`config.mk`:
```
export PLATFORM = sky130hd
export DESIGN_NAME = mlane_shift_engine
export DESIGN_NICKNAME = d
export VERILOG_FILES = /design/src/rtl/mls_pkg.sv /design/src/rtl/mls_gate.sv /design/src/rtl/mls_word_size.sv /design/src/rtl/mls_lane_map.sv /design/src/rtl/mlane_shift_engine.sv
export SDC_FILE = /design/constraint.sdc
export NUM_CORES = 1
export LEC_CHECK = 0
export ABC_AREA = 1
export ABC_CLOCK_PERIOD_IN_PS = 3400
export BUFFER_PORTS_ARGS = -buffer_cell sky130_fd_sc_hd__buf_2
export CORE_MARGIN = 4
export CORE_UTILIZATION = 55
export CTS_CLUSTER_SIZE = 24
export DETAILED_ROUTE_END_ITERATION = 10
export GPL_TIMING_DRIVEN = 0
export PLACE_DENSITY = 0.86
export RECOVER_POWER = 100
export SYNTH_ARGS = -nofsm -noshare
export SYNTH_HDL_FRONTEND = slang
export SYNTH_HIERARCHICAL = 1
export SYNTH_SLANG_ARGS = --single-unit
```
`constraint.sdc`:
```
create_clock -name clk -period 3.4 [get_ports clk]
set_input_delay 0.51 -clock clk [delete_from_list [all_inputs] [get_ports clk]]
set_output_delay 0.51 -clock clk [all_outputs]
set_load 0.02 [all_outputs]
```
`src/rtl/mls_pkg.sv`:
```
package mls_pkg;

   typedef enum logic [1:0] {
      GATE_OFF  = 2'd0,
      GATE_HIGH = 2'd1,
      GATE_LOW  = 2'd2,
      GATE_EDGE = 2'd3
   } gate_mode_e;

   // lane count selected by the lane-mode code; reserved code 1 runs one lane
   function automatic int unsigned lanes_for_code(input logic [1:0] code);
      case (code)
         2'd2:    return 2;
         2'd3:    return 4;
         default: return 1;
      endcase
   endfunction

endpackage

```
`src/rtl/mls_gate.sv`:
```
module mls_gate
   import mls_pkg::*;
(
   input  logic       clk,
   input  logic       rst_n,
   input  logic       sctl,
   input  gate_mode_e mode,
   input  logic       consume,
   output logic       ok
);

   logic sctl_q;
   logic pend_q;
   logic chg;

   assign chg = sctl ^ sctl_q;

   always_ff @(posedge clk or negedge rst_n) begin
      if (!rst_n) begin
         sctl_q <= 1'b0;
         pend_q <= 1'b0;
      end else begin
         sctl_q <= sctl;
         if (chg)
            pend_q <= 1'b1;
         else if (consume)
            pend_q <= 1'b0;
      end
   end

   always_comb begin
      case (mode)
         GATE_HIGH: ok = sctl;
         GATE_LOW:  ok = ~sctl;
         GATE_EDGE: ok = pend_q;
         default:   ok = 1'b0;
      endcase
   end

endmodule

```
`src/rtl/mls_word_size.sv`:
```
module mls_word_size #(
   parameter int IDX_W  = 5,
   parameter int FCNT_W = 7
) (
   input  logic [FCNT_W-1:0] remain,
   input  logic [IDX_W-1:0]  wsz,
   output logic [IDX_W-1:0]  n,
   output logic [FCNT_W-1:0] rest
);

   localparam int CW = (FCNT_W > IDX_W) ? FCNT_W : IDX_W;

   logic [CW-1:0] r_e;
   logic [CW-1:0] w_e;
   logic [CW-1:0] n_e;

   assign r_e  = CW'(remain);
   assign w_e  = CW'(wsz);
   assign n_e  = (r_e < w_e) ? r_e : w_e;
   assign n    = IDX_W'(n_e);
   assign rest = FCNT_W'(r_e - n_e);

endmodule

```
`src/rtl/mls_lane_map.sv`:
```
module mls_lane_map #(
   parameter int DATA_W = 16,
   parameter int LANES  = 4,
   parameter int IDX_W  = 5
) (
   input  logic              active,
   input  logic              msb_first,
   input  logic              invert,
   input  logic              idle_lvl,
   input  logic [IDX_W-1:0]  lane_cnt,
   input  logic [IDX_W-1:0]  bit_idx,
   input  logic [IDX_W-1:0]  word_n,
   input  logic [DATA_W-1:0] tx_word,
   input  logic [DATA_W-1:0] rx_acc,
   input  logic [LANES-1:0]  din,
   output logic [LANES-1:0]  dout,
   output logic [DATA_W-1:0] rx_next
);

   localparam int WLEN_W = $clog2(DATA_W);

   logic [DATA_W-1:0] set_vec [LANES];

   for (genvar k = 0; k < LANES; k++) begin : g_lane
      logic [IDX_W:0]    idx;
      logic [IDX_W:0]    down;
      logic              use_k;
      logic [WLEN_W-1:0] pos;

      assign idx   = {1'b0, bit_idx} + (IDX_W+1)'(k);
      assign down  = {1'b0, word_n} - idx - (IDX_W+1)'(1);
      assign use_k = active && ((IDX_W+1)'(k) < {1'b0, lane_cnt})
                     && (idx < {1'b0, word_n});
      assign pos   = msb_first ? WLEN_W'(down) : WLEN_W'(idx);

      assign dout[k]    = use_k ? (tx_word[pos] ^ invert) : idle_lvl;
      assign set_vec[k] = (use_k && din[k]) ? (DATA_W'(1) << pos) : '0;
   end

   always_comb begin
      rx_next = rx_acc;
      for (int k = 0; k < LANES; k++)
         rx_next = rx_next | set_vec[k];
   end

endmodule

```
`src/rtl/mlane_shift_engine.sv`:
```
module mlane_shift_engine
   import mls_pkg::*;
#(
   parameter int DATA_W = 16,
   parameter int FLEN_W = 6,
   parameter int LANES  = 4
) (
   input  logic                       clk,
   input  logic                       rst_n,
   input  logic                       cfg_msb_first,
   input  logic                       cfg_idle_lvl,
   input  logic [1:0]                 cfg_lane_mode,
   input  logic                       cfg_invert,
   input  logic [1:0]                 cfg_gate,
   input  logic [FLEN_W-1:0]          cfg_frame_len,
   input  logic [$clog2(DATA_W)-1:0]  cfg_word_len,
   input  logic                       shift_en,
   input  logic                       sctl,
   input  logic [DATA_W-1:0]          tx_data,
   input  logic                       tx_valid,
   output logic                       tx_ready,
   output logic [DATA_W-1:0]          rx_data,
   output logic                       rx_valid,
   input  logic [LANES-1:0]           din,
   output logic [LANES-1:0]           dout,
   output logic                       busy,
   output logic                       underrun
);

   localparam int WLEN_W = $clog2(DATA_W);
   localparam int IDX_W  = WLEN_W + 1;
   localparam int FCNT_W = FLEN_W + 1;

   if (DATA_W < 2 || (DATA_W & (DATA_W - 1)) != 0) begin : g_bad_width
      $error("DATA_W must be a power of two of at least 2");
   end
   if (LANES != 1 && LANES != 2 && LANES != 4) begin : g_bad_lanes
      $error("LANES must be 1, 2 or 4");
   end
   if (LANES > DATA_W) begin : g_bad_ratio
      $error("LANES may not exceed DATA_W");
   end

   // latched frame settings
   logic               busy_q;
   logic               msb_q, idle_q, inv_q;
   logic [IDX_W-1:0]   lanes_q;
   logic [IDX_W-1:0]   wlen_q;
   // per-word progress
   logic [DATA_W-1:0]  tx_word_q;
   logic [DATA_W-1:0]  rx_acc_q;
   logic [IDX_W-1:0]   bit_idx_q;
   logic [IDX_W-1:0]   word_n_q;
   logic [FCNT_W-1:0]  left_q;
   // outputs
   logic [DATA_W-1:0]  rx_data_q;
   logic               rx_valid_q;
   logic               underrun_q;

   logic [IDX_W-1:0]   lanes_live;
   logic [IDX_W-1:0]   wsz_live;
   logic [FCNT_W-1:0]  total_bits;
   logic [IDX_W:0]     step_end;
   logic               word_end;
   logic               more;
   logic               gate_ok;
   logic               start_go;
   logic [FCNT_W-1:0]  ws_remain;
   logic [IDX_W-1:0]   ws_wsz;
   logic [IDX_W-1:0]   ws_n;
   logic [FCNT_W-1:0]  ws_rest;
   logic [DATA_W-1:0]  rx_next;

   always_comb begin
      int unsigned lc;
      lc = lanes_for_code(cfg_lane_mode);
      if (lc > LANES)
         lc = LANES;
      lanes_live = IDX_W'(lc);
   end

   assign wsz_live   = {1'b0, cfg_word_len} + IDX_W'(1);
   assign total_bits = {1'b0, cfg_frame_len} + FCNT_W'(1);
   assign step_end   = {1'b0, bit_idx_q} + {1'b0, lanes_q};
   assign word_end   = busy_q && (step_end >= {1'b0, word_n_q});
   assign more       = (left_q != '0);

   assign tx_ready = shift_en && (busy_q ? (word_end && more) : gate_ok);
   assign start_go = !busy_q && shift_en && gate_ok && tx_valid;

   assign ws_remain = busy_q ? left_q : total_bits;
   assign ws_wsz    = busy_q ? wlen_q : wsz_live;

   mls_gate u_gate (
      .clk     (clk),
      .rst_n   (rst_n),
      .sctl    (sctl),
      .mode    (gate_mode_e'(cfg_gate)),
      .consume (start_go),
      .ok      (gate_ok)
   );

   mls_word_size #(.IDX_W(IDX_W), .FCNT_W(FCNT_W)) u_word_size (
      .remain (ws_remain),
      .wsz    (ws_wsz),
      .n      (ws_n),
      .rest   (ws_rest)
   );

   mls_lane_map #(.DATA_W(DATA_W), .LANES(LANES), .IDX_W(IDX_W)) u_lane_map (
      .active    (busy_q),
      .msb_first (msb_q),
      .invert    (inv_q),
      .idle_lvl  (busy_q ? idle_q : cfg_idle_lvl),
      .lane_cnt  (lanes_q),
      .bit_idx   (bit_idx_q),
      .word_n    (word_n_q),
      .tx_word   (tx_word_q),
      .rx_acc    (rx_acc_q),
      .din       (din),
      .dout      (dout),
      .rx_next   (rx_next)
   );

   always_ff @(posedge clk or negedge rst_n) begin
      if (!rst_n) begin
         busy_q     <= 1'b0;
         msb_q      <= 1'b0;
         idle_q     <= 1'b0;
         inv_q      <= 1'b0;
         lanes_q    <= IDX_W'(1);
         wlen_q     <= IDX_W'(1);
         tx_word_q  <= '0;
         rx_acc_q   <= '0;
         bit_idx_q  <= '0;
         word_n_q   <= IDX_W'(1);
         left_q     <= '0;
         rx_data_q  <= '0;
         rx_valid_q <= 1'b0;
         underrun_q <= 1'b0;
      end else begin
         rx_valid_q <= 1'b0;
         underrun_q <= 1'b0;
         if (!busy_q) begin
            if (start_go) begin
               busy_q    <= 1'b1;
               msb_q     <= cfg_msb_first;
               idle_q    <= cfg_idle_lvl;
               inv_q     <= cfg_invert;
               lanes_q   <= lanes_live;
               wlen_q    <= wsz_live;
               tx_word_q <= tx_data;
               rx_acc_q  <= '0;
               bit_idx_q <= '0;
               word_n_q  <= ws_n;
               left_q    <= ws_rest;
            end
         end else if (shift_en) begin
            if (!word_end) begin
               bit_idx_q <= IDX_W'(step_end);
               rx_acc_q  <= rx_next;
            end else begin
               rx_data_q  <= rx_next;
               rx_valid_q <= 1'b1;
               if (!more) begin
                  busy_q <= 1'b0;
               end else if (tx_valid) begin
                  tx_word_q <= tx_data;
                  rx_acc_q  <= '0;
                  bit_idx_q <= '0;
                  word_n_q  <= ws_n;
                  left_q    <= ws_rest;
               end else begin
                  busy_q     <= 1'b0;
                  underrun_q <= 1'b1;
               end
            end
         end
      end
   end

   assign busy     = busy_q;
   assign rx_data  = rx_data_q;
   assign rx_valid = rx_valid_q;
   assign underrun = underrun_q;

   // an accepted word at the frame start makes the engine busy
   a_r13_accept_starts : assert property (@(posedge clk) disable iff (!rst_n)
      (tx_valid && tx_ready && !busy_q) |=> busy_q);

   // gate code 0 never lets a frame begin
   a_r8_off_no_start : assert property (@(posedge clk) disable iff (!rst_n)
      (!busy_q && cfg_gate == 2'd0) |=> !busy_q);

   // the current word length lies within the latched word size
   a_r9_word_bounds : assert property (@(posedge clk) disable iff (!rst_n)
      busy_q |-> (word_n_q != '0 && word_n_q <= wlen_q));

   // an underrun pulse follows a frame that was running and has ended
   a_r12_underrun_ends : assert property (@(posedge clk) disable iff (!rst_n)
      underrun_q |-> (!busy_q && $past(busy_q)));

   // received words only come from an active frame
   a_r10_rx_in_frame : assert property (@(posedge clk) disable iff (!rst_n)
      rx_valid_q |-> $past(busy_q));

endmodule

```
==> out/results.txt <==
The run finished, with violations left. The final reports fail on capacitance limit, slew limit, setup timing. The number of different library cells used by synthesis comes to 46. The run gives 0 as the residual antenna-violating net count after detailed routing. The tools report the setup violation total in the final timing report as 7.

The highest layer used for signal routing was met4. After detailed routing, the met2 layer carries 11,100 um of wire. For the total of fill cells in the finished design, the log shows 978.

TritonCTS built the clock tree. Once detailed placement completed, the half-perimeter wirelength came to 15,900 um. Arrival time reported for the critical path endpoint: 3.06 ns. The min-delay analysis places its worst path in the category in -> reg. Growth of design area from synthesis to finish: 26.5%. The number of buffers created by CTS is 9. Traced cell by cell, the critical path runs through clkinvlp_4 -> buf_6 -> ha_4 -> inv_1 -> nand2_1 -> nand2_1 -> ha_4 -> a21oi_1 -> nand2_1 -> nand2_1 -> nand2_1 -> nand2_1 -> nand2_4 -> nand3_1 -> nand2_1 -> nand2_1 -> nand3_1 -> nand2_1 -> buf_4. The clock passes through at most 2 buffers. The clock drives 81 sinks. The tools report the total I/O pin count as 66. The total number of vias is 8,261. The logs give -13.1% for the worst slew margin relative to its limit and 0 for the remaining global-route overflow. The first global-routing pass estimated 36,800 um of wire.

The root buffer cell chosen for the clock tree is sky130_fd_sc_hd__clkbuf_16. The critical path is of the reg -> out type. The largest area contributor in the netlist was sky130_fd_sc_hd__dfrtp_1.

The biggest cell delay along the critical path was 0.42 ns; the number of instances in the synthesized netlist was 1,109. After synthesis the cells add up to 7200 um2. Summed over its instances, the top area cell type makes up 27.1% of the synthesized netlist area.

The startpoint identified for the worst register-to-register timing path is bit_idx_q[0]$_DFFE_PN0P_. The clock reaches the later pin of the worst-skew pair after 0.36 ns. Routability-driven placement finished with a final weighted congestion of 0.970.

The number of buffers added on ports was 65; the antenna diode count was 0. By instance count, the cell type seen most on the critical path is sky130_fd_sc_hd__nand2_1. The tools report the number of global-route vias before repair as 7,494. Counting buffers and inverters, the worst setup path is 19 cells deep.

The detailed-routed wire length on met3 came out at 2880 um. Hold timing on the final database bottoms out at a slack of 0.332 ns. The tools report the remaining design rule violation count as 0. Sorting the synthesized cells by area gives the leading types as sky130_fd_sc_hd__dfrtp_1 (27%), sky130_fd_sc_hd__nand2_1 (21%), sky130_fd_sc_hd__nand3_1 (11%). Final-report hold violation count: 0. For this run, the number of Yosys warnings is 6. The tools report the core box area as 12,700 um2. The largest net degree at the start of global routing was 54. The cell row count is 41, and the first-pass iteration count of the detailed router is 9.

STA puts the critical path data required time at 2.89 ns. Counting cells, the worst reg-to-reg path comes to 22. For the total wirelength of the detailed-routed design, the log shows 24,800 um. For this block, the initial DRC count from the detailed router was 1,178. The setup slack after layout came out at -0.165 ns. Die outline area: 15,000 um2. The initial antenna violation count was 0. The count of final max-slew check failures was 30.

The proportion of layout cells with a drive suffix above 1 works out to 24.8%. The die is 122 um tall. The pre-CTS worst setup slack is -0.476 ns. The number of buffers and inverters on the critical path came out at 4.

Using the TritonRoute via totals, the vias-per-cell ratio works out to 5.82. In this run the most critical hold path is launched from sctl. For the final database, setup skew stands at 0.00922 ns. After detailed routing, the average wire length per cell comes to 17.5 um. After synthesis, the mean cell area works out to 6.49 um2.

Kind of cell adding the most delay to the critical path: simple AND/OR/NAND/NOR gates. The most common library cell in the layout ignoring fill and taps is sky130_fd_sc_hd__nand2_1. Along the worst path, the maximum fanout reaches 4. For this configuration, the core starts out at a cell density of 56.6%. Setup repair after global routing could not meet its margin everywhere. The critical path starts at bit_idx_q[0]$_DFFE_PN0P_. The post-synthesis register bit count is 81, and the CTS clock-pin slew for the worst setup and hold paths is 0.07 ns. The logs give 9460 um for the detailed-routing wirelength on met1 and 28.2% for the sequential share of the synthesized area. Static timing analysis puts the maximum clock frequency at 0.280 GHz. The smallest clock period supported by the final layout is computed as 3.57 ns. In the global route stage, overall resource usage came out at 31.2%. For the pin with the worst max-slew slack, the measured transition is 1.70 ns. The run gives 1 as the max-capacitance violation count. The worst path uses 105% of the clock period. The top cell types in the final layout, fill and taps aside, are sky130_fd_sc_hd__nand2_1 (370), sky130_fd_sc_hd__nand3_1 (149), sky130_fd_sc_hd__inv_1 (110), sky130_fd_sc_hd__nor2_1 (80), sky130_fd_sc_hd__dfrtp_1 (73).

Hold repair after CTS inserted 0 buffers. Cell count of the worst hold path: 1. The worst-path cell with the longest stage delay was sky130_fd_sc_hd__dfrtp_2. From left edge to right edge, the die measures 122 um.

In this run the number of H-tree levels came out at 3. In the final design database the tool counted 1,338 nets. The startpoint type of the worst setup path is a flip-flop. Element type at the critical path end: a primary output.
## sequential cells by signal, summed over array words and instances (netlist names)
name / flops
u_gate/sctl_q: 1
wlen_q: 5
rx_data: 16
lanes_q: 3
rx_valid: 1
left_q: 7
tx_word_q: 16
idle_q: 1
underrun: 1
busy: 1
inv_q: 1
bit_idx_q: 5
word_n_q: 5
msb_q: 1
u_gate/pend_q: 1
rx_acc_q: 16
## layer usage
| metal | GRT usage [%] | vias to the layer above |
|---|---|---|
| met5 | 0 | - |
| met4 | 13.7 | 0 |
| met3 | 7.10 | 146 |
| met2 | 48.7 | 599 |
| met1 | 41.4 | 3722 |
| li1 | - | 3794 |
## logic make-up after synthesis
logic type,share of synthesized area (%)
other,0.0521
xor gates and xnor gates,1.70
AOI/OAI and AO/OA,5.95
muxes,0.139
and+or+nand+nor,43.9
DFF,28.2
buffers and inverters,9.98
adders and majority gates,10.0
## cells in the mapped netlist, drive strengths merged
library cell    n
and3            2
and2            2
clkbuf          4
xor2           10
nor2           96
o21a            1
buf            31
dfrtp          78
xnor2           4
conb            1
a21boi          1
nor3            7
ha             48
or2             2
mux2i           1
o21ai          60
nand3         179
nand3b          3
clkinv          2
nand2         411
a21o            1
o21bai          1
inv           127
fa              6
a21oi          14
dfstp           3
a31o            1
nand4          13
## metrics by stage
| step | instances | cell area (um2) | util, % | TNS, ns |
|---|---|---|---|---|
| after floorplan | 1110 | 7200 | - | 0 |
| after CTS | 1397 | 8670 | 68.1 | -0.0550 |
| after global routing | 1419 | 9100 | 71.5 | -1.57 |
| after detailed placement | 1348 | 7770 | 61.1 | -3.77 |
| after global placement | 1347 | 7740 | 60.9 | -2.72 |
| final | 1419 | 9100 | 71.5 | -0.442 |
## repair_timing
action                                  in CTS  in global routing
pin swaps                                   14                 35
cloned                                       0                  2
endpoints found under the setup margin      34                 26
buffers inserted                            35                 20
gates resized for setup                     93                 82
## cell type report
type	instances	area, um2	share of cell area, %
Clock buffer	12	256	2.82
Clock inverter	4	26.3	0.289
Multi-Input combinational cell	865	5010	55.0
Inverter	129	497	5.46
Buffer	33	256	2.82
Timing Repair Buffer	123	807	8.87
Sequential cell	81	2040	22.4
Tap cell	172	215	2.36
## path summary, 6_finish.rpt
path	end	slack (ns)
hold reg to reg	tx_word_q[11]$_DFFE_PN0P_	0.48
max in group asynchronous	word_n_q[1]$_DFFE_PN0P_	0.69
setup / recovery	dout[3]	-0.17
hold / removal	u_gate/sctl_q$_DFF_PN0_	0.33
min in group asynchronous	wlen_q[4]$_DFFE_PN0P_	0.58
setup reg to reg	rx_acc_q[13]$_DFFE_PN0P_	-0.02
Power is not shown: default switching activity piles up to over one toggle a cycle in this logic, so the estimate is an artifact.
